===== src/rtl/tiled_addr_gen.sv =====
module tiled_addr_gen #(
  parameter int XBITS   = 14,
  parameter int YBITS   = 13,
  parameter bit REG_OUT = 1'b1
) (
  input  logic             clk,
  input  logic             rst_n,
  input  logic             in_valid,
  input  logic [1:0]       fmt,
  input  logic [2:0]       orient,
  input  logic [XBITS-1:0] x_in,
  input  logic [YBITS-1:0] y_in,
  output logic             out_valid,
  output logic [31:0]      addr,
  output logic [31:0]      stride,
  output logic             bad_coord
);
  localparam int IDXW = 27;
  localparam logic [31:0] XFULL = (32'd1 << XBITS) - 32'd1;
  localparam logic [31:0] YFULL = (32'd1 << YBITS) - 32'd1;

  logic        xs, ys, fmt_bad, rng_bad, bad_c;
  logic [5:0]  xw, yw;
  logic [31:0] xmask, ymask, xv, yv, xe, ye, packed_idx, aligned, addr_c, stride_c;

  assign xs      = (fmt == 2'd2);
  assign ys      = (fmt == 2'd1) || (fmt == 2'd2);
  assign fmt_bad = (fmt == 2'd3);
  assign xw      = 6'(XBITS) - {5'd0, xs};
  assign yw      = 6'(YBITS) - {5'd0, ys};
  assign xmask   = XFULL >> xs;
  assign ymask   = YFULL >> ys;
  assign xv      = 32'(x_in);
  assign yv      = 32'(y_in);
  assign rng_bad = (xv > xmask) || (yv > ymask);
  assign bad_c   = fmt_bad || rng_bad;

  assign xe = orient[0] ? (xmask - xv) : xv;
  assign ye = orient[1] ? (ymask - yv) : yv;

  assign packed_idx = orient[2] ? ((xe << yw) + ye) : ((ye << xw) + xe);
  assign aligned    = packed_idx << ({1'b0, xs} + {1'b0, ys});

  assign addr_c   = bad_c ? 32'd0 : {orient, fmt, aligned[IDXW-1:0]};
  assign stride_c = fmt_bad ? 32'd0 :
                    orient[2] ? (32'd1 << (YBITS + int'(xs))) :
                                (32'd1 << (XBITS + int'(ys)));

  generate
    if (REG_OUT) begin : g_reg
      always_ff @(posedge clk or negedge rst_n) begin
        if (!rst_n) begin
          out_valid <= 1'b0;
          addr      <= '0;
          stride    <= '0;
          bad_coord <= 1'b0;
        end else begin
          out_valid <= in_valid;
          if (in_valid) begin
            addr      <= addr_c;
            stride    <= stride_c;
            bad_coord <= bad_c;
          end
        end
      end
    end else begin : g_comb
      assign out_valid = in_valid;
      assign addr      = addr_c;
      assign stride    = stride_c;
      assign bad_coord = bad_c;
    end
  endgenerate
endmodule



===== config.mk =====
export PLATFORM = sky130hd
export DESIGN_NAME = tiled_addr_gen
export DESIGN_NICKNAME = d
export VERILOG_FILES = /design/src/rtl/tiled_addr_gen.sv
export SDC_FILE = /design/constraint.sdc
export NUM_CORES = 1
export LEC_CHECK = 0
export ABC_CLOCK_PERIOD_IN_PS = 900
export BUFFER_PORTS_ARGS = -buffer_cell sky130_fd_sc_hd__buf_4
export CAP_MARGIN = 40
export CORE_MARGIN = 4
export CORE_UTILIZATION = 51
export CTS_CLUSTER_DIAMETER = 120
export DETAILED_ROUTE_END_ITERATION = 8
export PLACE_DENSITY = 0.78
export SETUP_SLACK_MARGIN = 0.5
export SLEW_MARGIN = 20
export SYNTH_ARGS = -nofsm -noshare
export SYNTH_HDL_FRONTEND = slang
export SYNTH_SLANG_ARGS = --single-unit

===== constraint.sdc =====
create_clock -name clk -period 0.9 [get_ports clk]
set_input_delay 0.18 -clock clk [delete_from_list [all_inputs] [get_ports clk]]
set_output_delay 0.18 -clock clk [all_outputs]
set_load 0.05 [all_outputs]

==> results of run 1 <==
repair_timing:
item,CTS
setup buffers,44
pin swaps,53
setup endpoints to repair,75
resized for setup,141
gates cloned,1
hold endpoints to repair,38
per-layer routing:
| layer | track usage, % | GRT overflow |
|---|---|---|
| met1 | 57.5 | 1 |
| met2 | 86.7 | 19 |
| met3 | 41.5 | 0 |
| met4 | 69.2 | 19 |
| met5 | 6.19 | 0 |
stage by stage:
| step | instances | area, µm² | TNS, ns | hold slack, ns |
|---|---|---|---|---|
| floorplan | 634 | 5360 | -39.91 | -0.116 |
| global placement | 940 | 6870 | -51.33 | 0.160 |
| detailed placement | 940 | 6870 | -53.47 | 0.171 |
| CTS | 993 | 7970 | -48.13 | -0.148 |
cells in the mapped netlist, types with 3 or more instances:
master,n,share of area (%)
xor2_1,18,3.2
nor2b_1,7,0.90
nand4_1,5,0.64
buf_2,3,0.31
ha_1,34,8.7
clkbuf_1,33,2.5
a211o_1,3,0.54
nand4b_1,3,0.54
o31ai_1,3,0.46
a211oi_1,10,1.5
o21ai_0,41,4.2
nor2_1,49,3.8
o21bai_1,3,0.46
a21oi_1,41,4.2
nor3_1,5,0.51
nor3b_1,4,0.62
xnor2_1,48,8.6
a221o_1,5,1.0
o21a_1,3,0.46
mux2i_1,44,9.0
o2bb2ai_1,13,2.3
inv_1,15,1.2
a22o_1,12,2.2
a21o_1,11,1.7
nor4_1,4,0.51
nand3_1,3,0.31
mux2_2,6,1.4
dfrtp_1,38,20
and2_1,22,2.8
buf_4,28,4.3
buf_1,4,0.31
or3_1,3,0.39
nand2b_1,4,0.51
nand2_1,47,3.6
cell families after synthesis:
logic type / count (synthesis)
multiplexers: 51
AND/OR/NAND/NOR: 163
AO/OA/AOI/OAI: 166
buffers and inverters: 85
XOR/XNOR: 66
other: 1
flip-flops: 38
adder cells (fa/ha/maj): 36
==> run metrics, run 1 <==
status aborted with a tool error; post-synthesis mux area share 10.7%; worst endpoint after global-route timing repair addr[24]$_DFFE_PN0P_/D; Worst EP Category sequential cell input; xor and xnor area share after synthesis 11.9%; worst slack at placement -2.54 ns; CTS max path bufs 2; clock sinks 38; RePlAce Congestion 0.996; Synth Area in Compound Gates 22.8%; H-tree levels 2; IO Port Bufs 72; number of flops mapped to enable cells by yosys 0; clock root cell clkbuf_8; Initial Util 52.4%; chip width 106 µm; Avg Cell Area, Syn 8.03 µm²; Synth Flop Type dfrtp_1; Congestion Overflow GR 39; number of distinct library cells after synthesis 58; synthesized-area fraction occupied by adder cells 9.56%; Simple-Gate Fraction of Synth Area 16.6%; gr usage total 62.6%; Async SR Flop Fraction 100%; sequential area share after synthesis 19.5%; die height 106 µm; largest net degree at the start of global routing 39; Fail Step 5_1_grt; Final HPWL DP 13500 µm; largest family of logic cells by synthesized area compound AO/OA/AOI/OAI gates; Ports 101; error msg [ERROR GRT-0232] Routing congestion too high. Check the congestion heatmap in the GUI.; Gate Count Post-Synth 606; row cnt 35; Synth Cell Area 4870 µm²; post-synthesis register bit count 38; Num CTS Buffers 5; YS warnings 0
==> run 2: changes to the inputs <==
- ABC_CLOCK_PERIOD_IN_PS: 900 -> 1170
- CORE_UTILIZATION: 51 -> 40
- CTS_CLUSTER_DIAMETER: 120 -> not set
- PLACE_DENSITY: 0.78 -> not set
- PLACE_DENSITY_LB_ADDON: not set -> 0.15
- SETUP_SLACK_MARGIN: 0.5 -> not set
- clock period: 0.9 -> 1.17 ns (I/O delays scaled with it)
==> run metrics, run 2 <==
number of flops mapped to enable cells by yosys 0; Fill cells 993; CTS max path bufs 2; crit path launch type primary input; Tmin final 3.10 ns; RR Startpoint addr[26]; status finished, violations left; Setup crit start fmt[1]; FMAX 322 MHz; largest net degree at the start of global routing 39; Synth Cell Area 4870 µm²; Congestion Overflow GR 0; RePlAce Congestion 0.970; Final WS setup -1.93 ns; CP arrival 3.26 ns; Gate Count Post-Synth 606; Final HPWL DP 13800 µm; post-synthesis register bit count 38; TritonCTS clock tree built; synth top area cells dfrtp_1 (20%), mux2i_1 (9.0%), ha_1 (8.7%); top cells by count, synth nor2_1 (49), xnor2_1 (48), nand2_1 (47), mux2i_1 (44); Worst R2R End addr[26]; share of layout cells above drive strength 1 44.5%; CP endpoint addr[24]; Final nets 902; initial antenna violation count 0; Crit Path Max Fanout 3; YS warnings 0; cell taking the most area after synthesis dfrtp_1; most common cell after layout, fill and taps aside buf_4; top-count cell post-synth nor2_1; initial DRC count 282; Async SR Flop Fraction 100%; Inserted Diodes 0; number of distinct library cells after synthesis 58; gr usage total 23.2%; Setup Skew 0 ns; Reg area 951 µm²; final hold viol count 0; Layout area overhead 58.8%; clock root cell clkbuf_16; Max-cap violations 0; Avg Cell Area, Syn 8.03 µm²; Via density 5.30; DRT Pass-1 Iters 4; first-pass GRT wire length 26600 µm; Min Hold Slack 0.280 ns; Worst Path Required 1.33 ns; die height 118 µm; IO Port Bufs 72; H-tree levels 2; routed vias 5183; post-route ant nets 0; Top reg by flops addr; largest registers addr: 32 flops, stride: 4 flops; CORE AREA 12000 µm²; number of remaining DRC errors 0; Ports 101; Die ar. 14000 µm²; Worst-Skew Late Latency 0.28 ns; Largest register FFs 32; clock sinks 38; Max Slew Vio Count 0; clk slew on worst S/H paths 0.05 ns; RSZ-0062 raised after global routing yes; sequential area share after synthesis 19.5%; CP Class primary input to flop; DRT Wirelength 16800 µm; Pleak 3.64 nW; vias in the first global route 5167; Final period util 265%; worst-case reg-to-reg path depth 3; Hold Path Origin in_valid; worst reg2reg setup slack 0.20 ns; HP Class primary input to flop; row cnt 40; Final setup violation count 33; Worst VDD drop 0.542 mV; Fin Setup TNS -34.18 ns; wire per inst 17.2 µm; Num CTS Buffers 5; Synth Flop Type dfrtp_1; chip width 118 µm; area of the multi-input gates 4250 µm²; crit path capture type flop; failing checks setup timing; PD cells 1190 nW/µm²; share of the synthesized area in the top cell type 19.5%; most frequent cells in the layout buf_4 (232), nand2_1 (46), xnor2_1 (44), nor2_1 (44), dfrtp_1 (38); worst slack at placement -2.42 ns; Initial Util 40.7%
==> run 2: cell counts after synthesis <==
Identical to the previous run, type by type.
==> run 2: metal layers <==
| metal | part of all wire [%] | vias up | track usage [%] | wire [µm] |
|---|---|---|---|---|
| met5 | 0 | - | 0 | 0 |
| met4 | 1.5 | 0 | 4.69 | 259 |
| met3 | 3.2 | 18 | 1.63 | 536 |
| met2 | 51 | 115 | 42.3 | 8590 |
| met1 | 44 | 2486 | 30.2 | 7410 |
| li1 | - | 2564 | - | - |
==> run 2: cell families (layout without fill, tap and decap cells) <==
group,count (synthesis),count (layout),share of synthesized area [%]
xor gates and xnor gates,66,66,11.9
buffers and inverters,85,282,8.79
DFF,38,38,19.5
and+or+nand+nor,163,163,16.6
muxes,51,51,10.7
AOI/OAI and AO/OA,166,166,22.8
adders and majority gates,36,36,9.56
other,1,29,0.0770
==> run 2: timing repair <==
action	CTS	global route
resized for setup	76	48
buffers inserted	19	9
pin swaps	46	34
endpoints found under the setup margin	33	33
hold buffers	1	0
endpoints found under the hold margin	38	0
==> run 2: stage by stage <==
stage | cell area [µm²] | instances | utilization (%) | total power, mW
after floorplan | 5300 | 634 | - | 5.06
after global placement | 6850 | 952 | 57.3 | 6.98
after detailed placement | 6850 | 952 | 57.3 | 7.04
after CTS | 7470 | 973 | 62.4 | 8.89
after global routing | 7730 | 978 | 64.6 | 9.72
final | 7730 | 978 | 64.6 | 9.21
==> run 2: where the power goes <==
group	internal (mW)	switching [mW]
logic	2.87	3.46
clock network	0.768	0.499
registers	1.49	0.118
==> run 2: cell type report <==
class / count / area share [%]
clock buffer: 5 / 1.62
clock inverter: 2 / 0.129
inverter: 17 / 1.10
multi-input combinational: 511 / 55.0
sequential: 38 / 12.3
tap: 147 / 2.38
timing repair buffer: 258 / 27.5
==> run 2: worst max-delay path, stage by stage <==
cell,delay (ns)
buf_8,0.11
ha_4,0.26
ha_4,0.27
mux2_4,0.17
inv_4,0.04
ha_4,0.16
fa_2,0.38
a21oi_2,0.15
nand4b_1,0.18
a31oi_2,0.13
buf_4,0.15
nand4_1,0.10
nor2_2,0.06
nor4_4,0.37
mux2i_1,0.17
a221o_1,0.32
==> run 2: worst min path at each step <==
stage	endpoint	slack, ns	cells past startpoint
after floorplan	addr[0]	-0.06	0
after global placement	addr[6]	0.22	1
after detailed placement	addr[3]	0.23	1
after CTS	out_valid	0.28	2
after global routing	out_valid	0.29	2
final	out_valid	0.28	2
(Power assumes the default switching activity.)
